==> config.mk <==
export PLATFORM = sky130hd
export DESIGN_NAME = dbl2uw_cvt
export DESIGN_NICKNAME = d
export VERILOG_FILES = /design/src/rtl/dbl2uw_pkg.sv /design/src/rtl/dbl2uw_lane.sv /design/src/rtl/dbl2uw_flag_merge.sv /design/src/rtl/dbl2uw_cvt.sv
export SDC_FILE = /design/constraint.sdc
export NUM_CORES = 1
export LEC_CHECK = 0
export BUFFER_PORTS_ARGS = -buffer_cell sky130_fd_sc_hd__buf_2
export CAP_MARGIN = 20
export CORE_MARGIN = 2
export CORE_UTILIZATION = 45
export CTS_CLUSTER_DIAMETER = 100
export DETAILED_ROUTE_END_ITERATION = 6
export PLACE_DENSITY = 0.68
export REMOVE_ABC_BUFFERS = 1
export SYNTH_ARGS = -nofsm -noshare
export SYNTH_HDL_FRONTEND = slang
export SYNTH_SLANG_ARGS = --single-unit
==> constraint.sdc <==
create_clock -name clk -period 24.6 [get_ports clk]
set_input_delay 6.15 -clock clk [delete_from_list [all_inputs] [get_ports clk]]
set_output_delay 6.15 -clock clk [all_outputs]
set_load 0.05 [all_outputs]
==> src/rtl/dbl2uw_pkg.sv <==
package dbl2uw_pkg;
  typedef struct packed {
    logic inv;
    logic snan;
    logic inx;
  } cvt_flags_t;
endpackage

==> src/rtl/dbl2uw_lane.sv <==
module dbl2uw_lane
  import dbl2uw_pkg::*;
#(
  parameter int EXP_W = 11,
  parameter int MAN_W = 52,
  parameter int INT_W = 32
) (
  input  logic [EXP_W+MAN_W:0] fp_in,
  output logic [INT_W-1:0]     word_out,
  output cvt_flags_t           flags_out
);
  localparam int FP_W  = 1 + EXP_W + MAN_W;
  localparam int SIG_W = MAN_W + 1;
  localparam int BIAS  = (1 << (EXP_W - 1)) - 1;
  localparam logic [EXP_W-1:0] EXP_ONES = '1;
  localparam logic [EXP_W-1:0] EXP_ONE  = EXP_W'(BIAS);
  localparam logic [EXP_W-1:0] EXP_OVF  = EXP_W'(BIAS + INT_W);

  // Returns {inv, snan, inx, word}
  function automatic logic [INT_W+2:0] convert(input logic [FP_W-1:0] x);
    logic             sgn;
    logic [EXP_W-1:0] ex;
    logic [MAN_W-1:0] fr;
    logic [SIG_W-1:0] sig, shifted, lost_mask;
    logic [INT_W-1:0] w;
    logic             inv, sn, inx;
    int               sh;
    sgn = x[FP_W-1];
    ex  = x[FP_W-2 -: EXP_W];
    fr  = x[MAN_W-1:0];
    w   = '0;
    inv = 1'b0;
    sn  = 1'b0;
    inx = 1'b0;
    sig = {1'b1, fr};
    shifted   = '0;
    lost_mask = '0;
    sh  = 0;
    if (ex == EXP_ONES) begin
      if (fr != '0) begin
        inv = 1'b1;
        sn  = ~fr[MAN_W-1];
      end else begin
        inv = 1'b1;
        w   = sgn ? '0 : '1;
      end
    end else if (sgn) begin
      if (ex == '0 && fr == '0) begin
        inx = 1'b0;
      end else if (ex >= EXP_ONE) begin
        inv = 1'b1;
      end else begin
        inx = 1'b1;
      end
    end else if (ex >= EXP_OVF) begin
      w   = '1;
      inv = 1'b1;
    end else if (ex < EXP_ONE) begin
      inx = (ex != '0) || (fr != '0);
    end else begin
      sh        = MAN_W - (int'(ex) - BIAS);
      shifted   = sig >> sh;
      lost_mask = ~({SIG_W{1'b1}} << sh);
      w         = shifted[INT_W-1:0];
      inx       = |(sig & lost_mask);
    end
    return {inv, sn, inx, w};
  endfunction

  logic [INT_W+2:0] res;
  assign res            = convert(fp_in);
  assign word_out       = res[INT_W-1:0];
  assign flags_out.inv  = res[INT_W+2];
  assign flags_out.snan = res[INT_W+1];
  assign flags_out.inx  = res[INT_W];
endmodule

==> src/rtl/dbl2uw_flag_merge.sv <==
module dbl2uw_flag_merge
  import dbl2uw_pkg::*;
#(
  parameter int LANES = 2
) (
  input  cvt_flags_t [LANES-1:0] lane_flags,
  output cvt_flags_t             merged
);
  always_comb begin
    merged = '0;
    for (int i = 0; i < LANES; i++) begin
      merged.inv  = merged.inv  | lane_flags[i].inv;
      merged.snan = merged.snan | lane_flags[i].snan;
      merged.inx  = merged.inx  | lane_flags[i].inx;
    end
  end
endmodule

==> src/rtl/dbl2uw_cvt.sv <==
module dbl2uw_cvt
  import dbl2uw_pkg::*;
#(
  parameter int LANES = 2,
  parameter int EXP_W = 11,
  parameter int MAN_W = 52,
  parameter int INT_W = 32
) (
  input  logic                          clk,
  input  logic                          rst_n,
  input  logic                          in_valid,
  input  logic [LANES*(1+EXP_W+MAN_W)-1:0] in_data,
  output logic                          out_valid,
  output logic [LANES*2*INT_W-1:0]      out_data,
  output logic                          out_invalid,
  output logic                          out_snan,
  output logic                          out_inexact
);
  localparam int FP_W   = 1 + EXP_W + MAN_W;
  localparam int SLOT_W = 2 * INT_W;

  logic [INT_W-1:0]        lane_word [LANES];
  cvt_flags_t [LANES-1:0]  lane_flags;
  logic [LANES-1:0]        lane_inv;
  logic [LANES-1:0]        lane_inx;
  logic [LANES*SLOT_W-1:0] packed_res;
  cvt_flags_t              merged;

  for (genvar i = 0; i < LANES; i++) begin : g_lane
    dbl2uw_lane #(.EXP_W(EXP_W), .MAN_W(MAN_W), .INT_W(INT_W)) u_lane (
      .fp_in    (in_data[i*FP_W +: FP_W]),
      .word_out (lane_word[i]),
      .flags_out(lane_flags[i])
    );
    assign lane_inv[i] = lane_flags[i].inv;
    assign lane_inx[i] = lane_flags[i].inx;
    assign packed_res[i*SLOT_W +: SLOT_W] = {lane_word[i], lane_word[i]};
  end

  dbl2uw_flag_merge #(.LANES(LANES)) u_merge (
    .lane_flags(lane_flags),
    .merged    (merged)
  );

  always_ff @(posedge clk) begin
    if (!rst_n) begin
      out_valid   <= 1'b0;
      out_data    <= '0;
      out_invalid <= 1'b0;
      out_snan    <= 1'b0;
      out_inexact <= 1'b0;
    end else begin
      out_valid <= in_valid;
      if (in_valid) begin
        out_data    <= packed_res;
        out_invalid <= merged.inv;
        out_snan    <= merged.snan;
        out_inexact <= merged.inx;
      end
    end
  end
endmodule

==> qor.yml <==
timing:
  slew_violations: 0
  fin_ws_ns: 11.47
  fin_crit_ns: 13.13
  min_period_over_period: 0.534
  setup_viol_count_final: 0
  hold_violations: 0
  finalClockSkew_ns: 0
  tightestPinTransition_ns: 1.14
  fmax_mhz: 76.2
  slew_headroom: 0.242
  worst_hold_slack_ns: 0.484
  rsz0062_at_grt: "false"
  fin_tns_setup_ns: 0
worst_hold_path:
  hp-class: "reg -> reg"
  whs_endpoint: "out_data[59]"
  min_from: "out_data[59]"
  holdPathStages: 2
clock_network:
  cts.sinks: 68
  post_cts_buffers: 0
  cts_resized: 0
  path_clk_slew_ns: 0.07
  h-tree-depth: 3
  clk_path_buf_depth: 2
  cts_hold_buffers: 0
  cts_buffers: 9
  clk_latency_ns: 0.34
  cts-root-buf: "clkbuf_16"
  cts_tree: "built"
die:
  initial_core_util: 0.454
  dieArea_sq_um: 29100
  row_count: 61
  fp.dieH_microns: 171
  ios: 263
  fp.coreArea_sq_um: 27600
  fp.dieW_microns: 171
layout:
  multi_input_area_sq_um: 10100
  final_util: 0.501
  mostFrequentLayoutCells: "294 x nor2_1, 263 x buf_2, 163 x o21ai_0"
  drive_above_1_share: 0.239
  layout.cells.non_filler: 2238
  postLayoutCellArea_sq_um: 13800
  mostFrequentLayoutCell: "nor2_1"
  fin_nets: 1999
  n_fill_cell: 2781
  seq_area_sq_um: 1360
  area_delta_synth_final_pct: 10.5
logic_synthesis:
  syn_avg_cell_area_sq_um: 7.03
  synth_top_area_share: 0.178
  synth_area_leaders: "mux4_2 18%, dfxtp_1 11%, nor2_1 8.8%, o21ai_0 6.5%, a21oi_1 6.2%"
  synth_warnings: 0
  ys_ff_latch: 68
  async_flop_share: 0
  synth-edff-count: 0
  synth_ff_type: "dfxtp_1"
  ys_types: 82
  syn_area_sq_um: 12500
  syn_inst: 1780
  yosysSeqAreaShare: 0.109
  yosys.area.top_type: "mux4_2"
critical_path:
  r2r_start: "out_inexact"
  cp.required_ns: 24.82
  cpPeakStageDelay_ns: 1.03
  setup.worst_path.class: "in -> reg"
  crit_arrival_ns: 13.35
  crit_fanout: 73
  end_kind: "flop"
  rrSetupSlack_ns: 22.55
  critPathLaunchType: "input pin"
  critPathSlowestCell: "or4_1"
  crit_path_cell_trace: "buf_2 -> buf_4 -> inv_1 -> ha_4 -> nand2b_1 -> a41o_1 -> a222oi_1 -> or2_2 -> or2_2 -> ha_1 -> nand4bb_1 -> nor4_1 -> o21ai_0 -> a211oi_1 -> nand3_1 -> or4_1 -> o31a_1 -> a2111oi_2 -> nand4_1 -> or4_1 -> nor4_1 -> o22ai_1"
  r2r_end: "out_inexact"
  rr_worst_depth: 7
pwr:
  max-vdd-ir-drop_mv: 0.0290
  totalPowerFinal_uw: 635
  powerDensity_nw_per_um2: 45.9
  leakage_nw: 5.41
place:
  dp_cells: 2220
  gp_congestion: 1.03
  dp.final_hpwl_mm: 38.1
  dp_slack_ns: 11.11
  postPlaceCellArea_sq_um: 13500
  portBuffers: 262
run_status:
  status: "complete, no violations"
global_route:
  track_usage: 0.348
  grt-ovfl-total: 0
  antenna_found_initial: 1
  grt_pass1_wl_mm: 79.2
  grt_max_degree: 74
  grt_pass1_vias: 13300
detailed_routing:
  drcViolationCount: 0
  routed-via-count: 15200
  drt_first_pass_iters: 7
  drtIter0Drc: 2154
  post_drt_wl_per_cell_microns: 23.2
  drt_wl_total_mm: 51.9
  postRouteAntennaNets: 0
  viasPerCell: 6.80
run:
  drv_cap: 0
cell usage after synthesis (all sizes together), types with 14 or more instances:
library cell,n
nor2,294
o21ai,164
a21oi,155
nand2,154
clkbuf,128
buf,103
mux4,99
dfxtp,68
nor3,68
mux2i,56
nor4,37
nand3,36
a31oi,35
o22ai,25
and3,23
nand4,22
a211oi,20
o211ai,19
xnor2,18
or3,16
ha,14
worst max-delay path by stage:
stage                 start     endpoint  cells past startpoint
2_1_floorplan  in_data[116]  out_inexact                     20
3_3_place_gp   in_data[116]  out_inexact                     22
3_5_place_dp   in_data[116]  out_inexact                     22
4_1_cts        in_data[116]  out_inexact                     22
5_1_grt        in_data[116]  out_inexact                     22
6_report       in_data[116]  out_inexact                     22
state kept, by name, indices dropped and copies added, names as in the netlist:
| name | count |
|---|---|
| out_data | 64 |
| out_snan | 1 |
| out_inexact | 1 |
| out_invalid | 1 |
| out_valid | 1 |
power by group:
part	leakage [nW]	switching [mW]	total [mW]	internal, mW
registers	0.562	0.00588	0.123	0.117
clock network	0.145	0.0583	0.139	0.0803
logic	4.70	0.255	0.373	0.118
total	5.41	0.319	0.635	0.316
critical path: cells and delay by family:
kind | cells | cell delay, ns
adders and majority gates | 2 | 1.12
buffers and inverters | 3 | 1.00
AOI/OAI and AO/OA | 7 | 1.93
and+or+nand+nor | 10 | 3.11
cells by family after synthesis:
family / count (synthesis) / share of synthesized area
AND/OR/NAND/NOR: 720 / 0.266
AO/OA/AOI/OAI: 552 / 0.274
buffers and inverters: 245 / 0.0947
multiplexers: 157 / 0.225
flip-flops: 68 / 0.109
XOR/XNOR: 22 / 0.0154
adder cells (fa/ha/maj): 16 / 0.0156
routing by layer:
| metal | part of all wire | vias to the layer above | GRT usage |
|---|---|---|---|
| met5 | 0 | - | 0 |
| met4 | 0.042 | 0 | 0.142 |
| met3 | 0.12 | 159 | 0.0706 |
| met2 | 0.44 | 1098 | 0.526 |
| met1 | 0.40 | 7145 | 0.484 |
| li1 | - | 6811 | - |
layout make-up:
class / instances / area share
Multi-Input combinational cell: 1467 / 0.729
Timing Repair Buffer: 294 / 0.112
Sequential cell: 68 / 0.0985
Tap cell: 378 / 0.0342
Clock buffer: 9 / 0.0163
Clock inverter: 7 / 0.00598
Inverter: 14 / 0.00380
Antenna cell: 1 / 0.000181
No activity file was read; power rests on OpenSTA's default activity.
